--- src/rtl/dbglink_pkg.sv ---
package dbglink_pkg;

  typedef enum logic [1:0] {
    XS_IDLE  = 2'd0,
    XS_ARMED = 2'd1,
    XS_BIT   = 2'd2
  } xfer_state_e;

  // number of bits in a transfer
  function automatic int xfer_bits(logic is_word, int byte_w, int word_w);
    return is_word ? word_w : byte_w;
  endfunction

  // pull-low enable for a transmitted bit at a given phase
  function automatic logic tx_low_at(logic b, int phase, int hold_end);
    return (!b) && (phase < hold_end);
  endfunction

  // speedup enable for a transmitted bit at a given phase
  function automatic logic tx_spd_at(logic b, int phase, int spd_at, int spd_len);
    return b && (phase >= spd_at) && (phase < spd_at + spd_len);
  endfunction

endpackage

--- src/rtl/dbglink_edge_sync.sv ---
module dbglink_edge_sync #(
  parameter int STAGES = 2
) (
  input  logic clk,
  input  logic rst_n,
  input  logic line_in,
  output logic line_sync,
  output logic fall_det
);
  logic [STAGES:0] chain;

  always_ff @(posedge clk or negedge rst_n) begin
    if (!rst_n) chain[0] <= 1'b1;
    else        chain[0] <= line_in;
  end

  for (genvar g = 1; g <= STAGES; g++) begin : g_stage
    always_ff @(posedge clk or negedge rst_n) begin
      if (!rst_n) chain[g] <= 1'b1;
      else        chain[g] <= chain[g-1];
    end
  end

  assign line_sync = chain[STAGES-1];
  assign fall_det  = chain[STAGES] & ~chain[STAGES-1];
endmodule

--- src/rtl/dbglink_timeout.sv ---
module dbglink_timeout #(
  parameter int LIMIT = 512
) (
  input  logic clk,
  input  logic rst_n,
  input  logic run,
  input  logic kick,
  output logic expire
);
  localparam int CW = $clog2(LIMIT);
  localparam logic [CW-1:0] LAST = CW'(LIMIT - 1);

  logic [CW-1:0] cnt;

  assign expire = run && !kick && (cnt == LAST);

  always_ff @(posedge clk or negedge rst_n) begin
    if (!rst_n)              cnt <= '0;
    else if (!run || kick)   cnt <= '0;
    else if (expire)         cnt <= '0;
    else                     cnt <= cnt + 1'b1;
  end
endmodule

--- src/rtl/dbglink_shifter.sv ---
module dbglink_shifter #(
  parameter int W = 16
) (
  input  logic         clk,
  input  logic         rst_n,
  input  logic         clr,
  input  logic         load,
  input  logic [W-1:0] load_val,
  input  logic         shift,
  input  logic         sin,
  output logic [W-1:0] q
);
  always_ff @(posedge clk or negedge rst_n) begin
    if (!rst_n)     q <= '0;
    else if (clr)   q <= '0;
    else if (load)  q <= load_val;
    else if (shift) q <= {q[W-2:0], sin};
  end
endmodule

--- src/rtl/dbglink_bit_engine.sv ---
module dbglink_bit_engine
  import dbglink_pkg::*;
#(
  parameter int CLK_PER_BIT = 16,
  parameter int SAMPLE_PT   = 10,
  parameter int HOLD0_END   = 10,
  parameter int SPD_AT      = 4,
  parameter int SPD_LEN     = 2,
  parameter int TIMEOUT_CYC = 512,
  parameter int SYNC_STAGES = 2,
  parameter int BYTE_W      = 8,
  parameter int WORD_W      = 16
) (
  input  logic              clk,
  input  logic              rst_n,
  input  logic              line_in,
  output logic              drv_low,
  output logic              drv_high,
  output logic              mode_sel,
  input  logic              xfer_start,
  input  logic              xfer_tx,
  input  logic              xfer_word,
  input  logic [WORD_W-1:0] xfer_wdata,
  output logic [WORD_W-1:0] xfer_rdata,
  output logic              xfer_done,
  output logic              busy,
  output logic              timeout
);
  localparam int PHASE_W = $clog2(CLK_PER_BIT);
  localparam int CNT_W   = $clog2(WORD_W + 1);
  localparam int PAD_W   = WORD_W - BYTE_W;
  localparam logic [PHASE_W-1:0] RX_END = PHASE_W'(SAMPLE_PT);
  localparam logic [PHASE_W-1:0] TX_END = PHASE_W'(HOLD0_END);

  // named internal events
  logic               line_sync;
  logic               fall_det;
  logic               to_expire;
  logic               bit_open;
  logic               bit_end;
  logic               last_bit;
  logic               tx_bit;
  logic               tx_mode;
  logic               take_start;

  xfer_state_e        state;
  logic [PHASE_W-1:0] phase;
  logic [CNT_W-1:0]   bits_left;
  logic               word_q;
  logic [WORD_W-1:0]  sh_q;
  logic [WORD_W-1:0]  sh_load;
  logic [WORD_W-1:0]  rx_final;
  logic               mode_q;

  dbglink_edge_sync #(.STAGES(SYNC_STAGES)) u_sync (
    .clk(clk), .rst_n(rst_n), .line_in(line_in),
    .line_sync(line_sync), .fall_det(fall_det)
  );

  dbglink_timeout #(.LIMIT(TIMEOUT_CYC)) u_to (
    .clk(clk), .rst_n(rst_n), .run(state != XS_IDLE),
    .kick(fall_det), .expire(to_expire)
  );

  // transmit data is left-aligned so the MSB always sits at the top
  always_comb begin
    if (!xfer_tx)       sh_load = '0;
    else if (xfer_word) sh_load = xfer_wdata;
    else                sh_load = {xfer_wdata[BYTE_W-1:0], {PAD_W{1'b0}}};
  end

  dbglink_shifter #(.W(WORD_W)) u_sh (
    .clk(clk), .rst_n(rst_n), .clr(to_expire),
    .load(take_start), .load_val(sh_load),
    .shift(bit_end), .sin(line_sync), .q(sh_q)
  );

  assign take_start = (state == XS_IDLE) && xfer_start;
  assign bit_open   = (state == XS_BIT);
  assign bit_end    = bit_open && (phase == (tx_mode ? TX_END : RX_END));
  assign last_bit   = (bits_left == CNT_W'(1));
  assign tx_bit     = sh_q[WORD_W-1];
  assign rx_final   = {sh_q[WORD_W-2:0], line_sync};

  always_ff @(posedge clk or negedge rst_n) begin
    if (!rst_n) begin
      state      <= XS_IDLE;
      phase      <= '0;
      bits_left  <= '0;
      tx_mode    <= 1'b0;
      word_q     <= 1'b0;
      xfer_rdata <= '0;
      xfer_done  <= 1'b0;
      timeout    <= 1'b0;
    end else begin
      xfer_done <= 1'b0;
      timeout   <= 1'b0;
      if (to_expire) begin
        state     <= XS_IDLE;
        bits_left <= '0;
        phase     <= '0;
        timeout   <= 1'b1;
      end else begin
        unique case (state)
          XS_IDLE: if (xfer_start) begin
            state     <= XS_ARMED;
            tx_mode   <= xfer_tx;
            word_q    <= xfer_word;
            bits_left <= CNT_W'(xfer_bits(xfer_word, BYTE_W, WORD_W));
          end
          XS_ARMED: if (fall_det) begin
            state <= XS_BIT;
            phase <= '0;
          end
          XS_BIT: begin
            phase <= phase + 1'b1;
            if (bit_end) begin
              bits_left <= bits_left - 1'b1;
              if (last_bit) begin
                state     <= XS_IDLE;
                xfer_done <= 1'b1;
                if (!tx_mode)
                  xfer_rdata <= word_q ? rx_final
                                       : {{PAD_W{1'b0}}, rx_final[BYTE_W-1:0]};
              end else begin
                state <= XS_ARMED;
              end
            end
          end
          default: state <= XS_IDLE;
        endcase
      end
    end
  end

  // mode select: follows the line during reset, frozen afterwards
  always_ff @(posedge clk) begin
    if (!rst_n) mode_q <= line_in;
  end
  assign mode_sel = mode_q;

  assign busy     = (state != XS_IDLE);
  assign drv_low  = bit_open && tx_mode && tx_low_at(tx_bit, int'(phase), HOLD0_END);
  assign drv_high = bit_open && tx_mode && tx_spd_at(tx_bit, int'(phase), SPD_AT, SPD_LEN);
endmodule

--- config.mk ---
export PLATFORM = sky130hd
export DESIGN_NAME = dbglink_bit_engine
export DESIGN_NICKNAME = d
export VERILOG_FILES = /design/src/rtl/dbglink_pkg.sv /design/src/rtl/dbglink_edge_sync.sv /design/src/rtl/dbglink_timeout.sv /design/src/rtl/dbglink_shifter.sv /design/src/rtl/dbglink_bit_engine.sv
export SDC_FILE = /design/constraint.sdc
export NUM_CORES = 1
export LEC_CHECK = 0
export BUFFER_PORTS_ARGS = -buffer_cell sky130_fd_sc_hd__buf_2
export CELL_PAD_IN_SITES_DETAIL_PLACEMENT = 0
export CELL_PAD_IN_SITES_GLOBAL_PLACEMENT = 1
export CORE_ASPECT_RATIO = 0.7
export CORE_UTILIZATION = 35
export CTS_BUF_LIST = sky130_fd_sc_hd__clkbuf_8
export DETAILED_ROUTE_END_ITERATION = 7
export GPL_TIMING_DRIVEN = 0
export PLACE_DENSITY = 0.64
export REMOVE_ABC_BUFFERS = 1
export SETUP_SLACK_MARGIN = 0.2
export SYNTH_ARGS = -nofsm -noshare
export SYNTH_HDL_FRONTEND = slang
export SYNTH_HIERARCHICAL = 1
export SYNTH_SLANG_ARGS = --single-unit
--- constraint.sdc ---
create_clock -name clk -period 2.55 [get_ports clk]
set_input_delay 0.3825 -clock clk [delete_from_list [all_inputs] [get_ports clk]]
set_output_delay 0.3825 -clock clk [all_outputs]
set_load 0.05 [all_outputs]
==> run metrics, run 1 <==
run status=finished clean; Synth top cells by count=dfrtp_1, mux2i_1, nor2b_1; Die Y=82.31 um; CTS tree=built; Hold Path Class=in2async; Final ANT Viol Nets=0; Leak Pwr=1.747 nW; Final Cycle Share=87.59%; Yosys top cell area share=43.46%; top_reg_cell synth=dfrtp_1; Crit Path Class=reg2reg; sequential share of the synthesized area=46.84%; root buf cell=clkbuf_8; clk_lat worst skew=350 ps; Hold Buf Count CTS=0; worst slew pin tran=790.2 ps; port bufs=43; Antenna diodes=0; # rows=28; Clock H-tree levels=3; nets@finish=369; unrepaired setup endpoints after global routing=false; Pwr per Cell Area=891.1 nW/um^2; CP startpoint=u_to/cnt[0]; vias in the first global route=2352; Yosys top cell by area=dfrtp_1; cell area after synthesis=3224 sq um; gr usage total=17.24%; R2R Path End=xfer_rdata[6]; worst r2r path cells=10; share of cells above drive strength 1=32.08%; CTS max path bufs=2; Starting Density=37.11%; drt first-iter violations=120; Worst setup EP type=register; arrival time worst endpoint=2470 ps; Max VDD drop=0.0004380 V; CP max FO=6; post-route clock skew=6.098 ps; Area growth syn-to-layout=20.88%; Final Hold Viols=0; final worst path period need=2234 ps; max-capacitance violation count=0; Synth Area per Inst=11.12 sq um; Post-DP Area=3508 sq um; number of vias in the routed layout=2361; Via density=5.067; die area=9607 sq um; Post-synth EDFFs=1; Non-Filler Cell Area, Final=3897 sq um; GPL Wtd Cong=0.7457; detailed placer's ending HPWL=4624 um; Detailed Route WL=7439 um; Worst Path Required=2790 ps; TNS Setup=0 ps; chip width=116.7 um; total grt overflow=0; Inst Count DP=436; Slew headroom=47.21%; yosys warns=6; most frequent cell after synthesis=dfrtp_1; First-pass DRT Iterations=4; final setup vio count=0; asr flop ratio synth=98.33%; main area contributors after synthesis=dfrtp_1, mux2i_1, nor2b_1, a211oi_2, mux2_2; Max Freq=447.7 MHz; largest net degree at the start of global routing=61; initial antenna violation count=0; Num CTS Buffers=9; cells after synthesis=290; reg-to-reg slack, setup=320 ps; CORE AREA=8688 sq um; CTS sink cnt=60; Seq cells post-synth=60; synth unique cells=57; CP startpoint kind=register; Post-Layout Cell Count=466; clk slew on worst S/H paths=70 ps; I/O Pins=44; Slew Limit Fails=0; final routed DRC violation total=0; Reg-to-Reg Start=u_to/cnt[0]; crit path to=xfer_rdata[6]; first-pass GRT wire length=12250 um; WL per Instance=15.96 um
## what timing repair did
item | 4_1_cts | 5_1_grt
endpoints found under the setup margin | 36 | 24
resized for setup | 6 | 4
buffers inserted | 5 | 7
pin swaps | 1 | 0
cloned | 1 | 1
## power by group
group	internal, mW	switching [mW]	total, mW
Combinational	0.522	0.551	1.07
Clock	0.539	0.391	0.930
Sequential	1.19	0.285	1.47
Total	2.25	1.23	3.47
## logic make-up (layout without fill, tap and decap cells)
kind of cell	count (synthesis)	after routing	synth area share [%]
buf+inv	33	88	5.316
mux	42	42	13.66
compound gates	48	48	11.84
simple gates	97	98	18.94
flops	60	60	46.84
xor+xnor	4	4	1.087
fa+ha+maj	6	6	2.328
## layout by cell type (no fill, tap or decap), types with 5 or more instances in the layout
cell type / n
dfrtp_1: 55
nand2_1: 14
nor2_1: 8
a211oi_1: 10
ha_1: 5
mux2i_1: 32
a21oi_1: 9
a211oi_2: 10
inv_1: 16
buf_4: 11
clkbuf_8: 9
and3_1: 8
mux2_2: 8
nor2b_1: 26
buf_2: 42
## per-layer routing
metal,routed length (um),vias to the layer above,GRT usage [%]
li1,-,1141,-
met1,3852,1161,23.87
met2,3134,47,24.91
met3,357,12,6.131
met4,95,0,5.696
met5,0,-,0
## critical path, stage by stage, from the launching register on
cell       delay [ps]
dfrtp_1           410
ha_2              220
nand3_1            80
nor2_1             50
ha_1              220
and3b_4           210
nor2_1            100
nor4b_4           190
buf_4             180
clkbuf_16         160
mux2_4            290
## state kept, by name, summed over array words and instances, names as in the netlist
signal / count
bits_left: 5
mode_sel: 1
phase: 4
state: 2
timeout: 1
tx_mode: 1
u_sh/q: 16
u_sync/chain: 2
u_sync/line_sync: 1
u_to/cnt: 9
word_q: 1
xfer_done: 1
xfer_rdata: 16
## cell type report
| cell class | instances | area (sq um) |
|---|---|---|
| clock inverters | 7 | 85.08 |
| clock buffers | 9 | 123.9 |
| inverters | 15 | 60.06 |
| fillers | 874 | 4791 |
| flip-flops and latches | 60 | 1511 |
| multi-input cells | 198 | 1582 |
| repair buffers | 57 | 385.4 |
| well taps | 120 | 150.1 |
## per-stage QoR
stage                     utilization [%]  hold WS [ps]  setup WS, ps  power, mW
after global placement              39.99         346.4         -1070      2.466
after floorplan                         -         86.91        -465.6      2.184
after detailed placement            40.38         347.6        -798.5      2.487
final                               44.86         90.02         316.5      3.473
after CTS                           43.82         119.4         196.9      3.457
after global routing                44.86         120.8         178.8      3.707
## worst min-delay path by stage
| stage | slack [ps] | endpoint | cells after the start |
|---|---|---|---|
| finish | 90 | u_sh/q[11] | 1 |
| global route | 120 | u_sync/chain[0] | 1 |
| CTS | 120 | u_sync/chain[0] | 1 |
| detailed placement | 350 | u_sync/line_sync | 0 |
| global placement | 350 | u_sync/line_sync | 0 |
| floorplan | 90 | bits_left[0] | 0 |
Note: power is estimated with default switching activity, not from simulation.
==> inputs of run 2 (changes only) <==
- CTS_BUF_LIST: sky130_fd_sc_hd__clkbuf_8 -> not set
==> run 2 against run 1 <==
Final cell count decreased by 0.64%. Sequential share of layout area is 0.79 points lower. Die area is the same. Worst setup slack improved by 3.0 ps. Clock skew decreased by 3.8 ps. Highest routed layer unchanged. Largest power group unchanged. Final area increased by 2.0%. Combinational power about the same. Flip-flop and latch count stayed put.
==> run metrics, run 2 (synthesis results as in run 1) <==
run status=finished clean; CTS tree=built; die area=9607 sq um; Reg-to-Reg Start=u_to/cnt[0]; clk slew on worst S/H paths=50 ps; Non-Filler Cell Area, Final=3975 sq um; CTS sink cnt=60; Detailed Route WL=7535 um; detailed placer's ending HPWL=4624 um; port bufs=43; CP startpoint=u_to/cnt[0]; internal power=2.539 mW; Slew headroom=47.96%; CTS max path bufs=2; final setup vio count=0; first-pass GRT wire length=12450 um; FF+latch area=1510 sq um; Num CTS Buffers=9; Via density=5.117; worst slew pin tran=780.6 ps; I/O Pins=44; multi-input logic area=1585 sq um; Worst setup EP type=register; chip width=116.7 um; Antenna diodes=0; Clock H-tree levels=3; number of vias in the routed layout=2369; gr usage total=17.42%; Design Power=3.816 mW; switching portion of total power=33.45%; final worst path period need=2230 ps; Die Y=82.31 um; Area growth syn-to-layout=23.28%; Post-DP Area=3508 sq um; net switching power=1.276 mW; Starting Density=37.11%; largest net degree at the start of global routing=61; clock share of power=33.7%; # rows=28; Seq pwr share=38.7%; Final Cycle Share=87.47%; Filler cells=867; Hold Buf Count CTS=0; Leak Pwr=1.774 nW; Max Freq=448.3 MHz; post-route clock skew=2.273 ps; GPL Wtd Cong=0.7457; biggest regs=u_sh/q: 16 flops, xfer_rdata: 16 flops, u_to/cnt: 9 flops; Logic pwr share=27.5%; CP startpoint kind=register; Inst Count DP=436; unrepaired setup endpoints after global routing=false; CP max FO=6; nets@finish=366; Final Hold Viols=0; CORE AREA=8688 sq um; drt first-iter violations=117; Worst Path Required=2770 ps; WL per Instance=16.27 um; share of cells above drive strength 1=31.20%; Crit Path Class=reg2reg; most frequent cells in the layout=dfrtp_1, buf_2, mux2i_1; Slew Limit Fails=0; commonest non-fill, non-tap cell in the layout=dfrtp_1; clk_lat worst skew=330 ps; Pwr per Cell Area=959.9 nW/um^2; vias in the first global route=2372; max-capacitance violation count=0; Hold Path Class=in2async; Post-Layout Cell Count=463; Final ANT Viol Nets=0; Final Util=45.75%; arrival time worst endpoint=2450 ps; First-pass DRT Iterations=4; root buf cell=clkbuf_16; Max VDD drop=0.0004319 V; total grt overflow=0; final routed DRC violation total=0; initial antenna violation count=0
==> run 2: cell count changes in the layout (fill, tap and decap cells not counted), moves of 2 or more <==
cell / delta
clkbuf_16: +9
buf_4: -3
clkbuf_1: +2
clkbuf_8: -9
==> run 2: final timing paths <==
| check | to | slack [ps] | cells after the start |
|---|---|---|---|
| max in group asynchronous | u_sh/q[6] | 1900 | 1 |
| min reg2reg | u_sync/line_sync | 350 | 0 |
| max | xfer_rdata[6] | 320 | 10 |
| min | u_sh/q[11] | 130 | 1 |
| max reg2reg | xfer_rdata[6] | 320 | 10 |
| min in group clk | u_sync/chain[0] | 160 | 1 |
==> run 2: metal layers <==
layer | vias up | track usage [%] | wire length, um
met4 | 0 | 6.835 | 125
met5 | - | 0 | 0
met3 | 16 | 5.255 | 297
met2 | 43 | 25.15 | 3150
li1 | 1136 | - | -
met1 | 1174 | 24.33 | 3961
==> run 2: cell type report <==
| type | instances | area share (%) |
|---|---|---|
| multi-input cells | 198 | 39.88 |
| clock buffers | 11 | 5.855 |
| well taps | 120 | 3.777 |
| inverters | 15 | 1.416 |
| clock inverters | 5 | 1.952 |
| flip-flops and latches | 60 | 37.99 |
| repair buffers | 54 | 9.128 |
==> run 2: power groups by stage <==
stage	clock, mW	combinational (mW)	sequential, mW
4_1_cts	1.31	1.04	1.47
3_5_place_dp	0	1.01	1.48
5_1_grt	1.35	1.17	1.52
2_1_floorplan	0	0.798	1.39
6_report	1.29	1.05	1.48
3_3_place_gp	0	0.993	1.47
==> run 2: timing repair <==
item                       4_1_cts  5_1_grt
pin swaps                        1        0
setup endpoints to repair       36       26
cloned                           1        1
gates resized for setup          5        4
setup buffers                    6        3
==> run 2: stage by stage <==
stage / hold slack (ps) / setup slack (ps) / setup TNS [ps]
after global routing: 154.7 / 206.1 / 0
after floorplan: 86.91 / -465.6 / -5637
after detailed placement: 347.6 / -798.5 / -14080
after global placement: 346.4 / -1070 / -23520
after CTS: 150.0 / 267.9 / 0
final: 125.7 / 319.5 / 0
==> run 2: critical path, stage by stage, from the launching register on <==
cell	delay (ps)
dfrtp_1	410
ha_2	230
nand3_1	80
nor2_1	50
ha_1	220
and3b_4	210
nor2_1	100
nor4b_4	180
buf_4	180
clkbuf_16	160
mux2_4	290
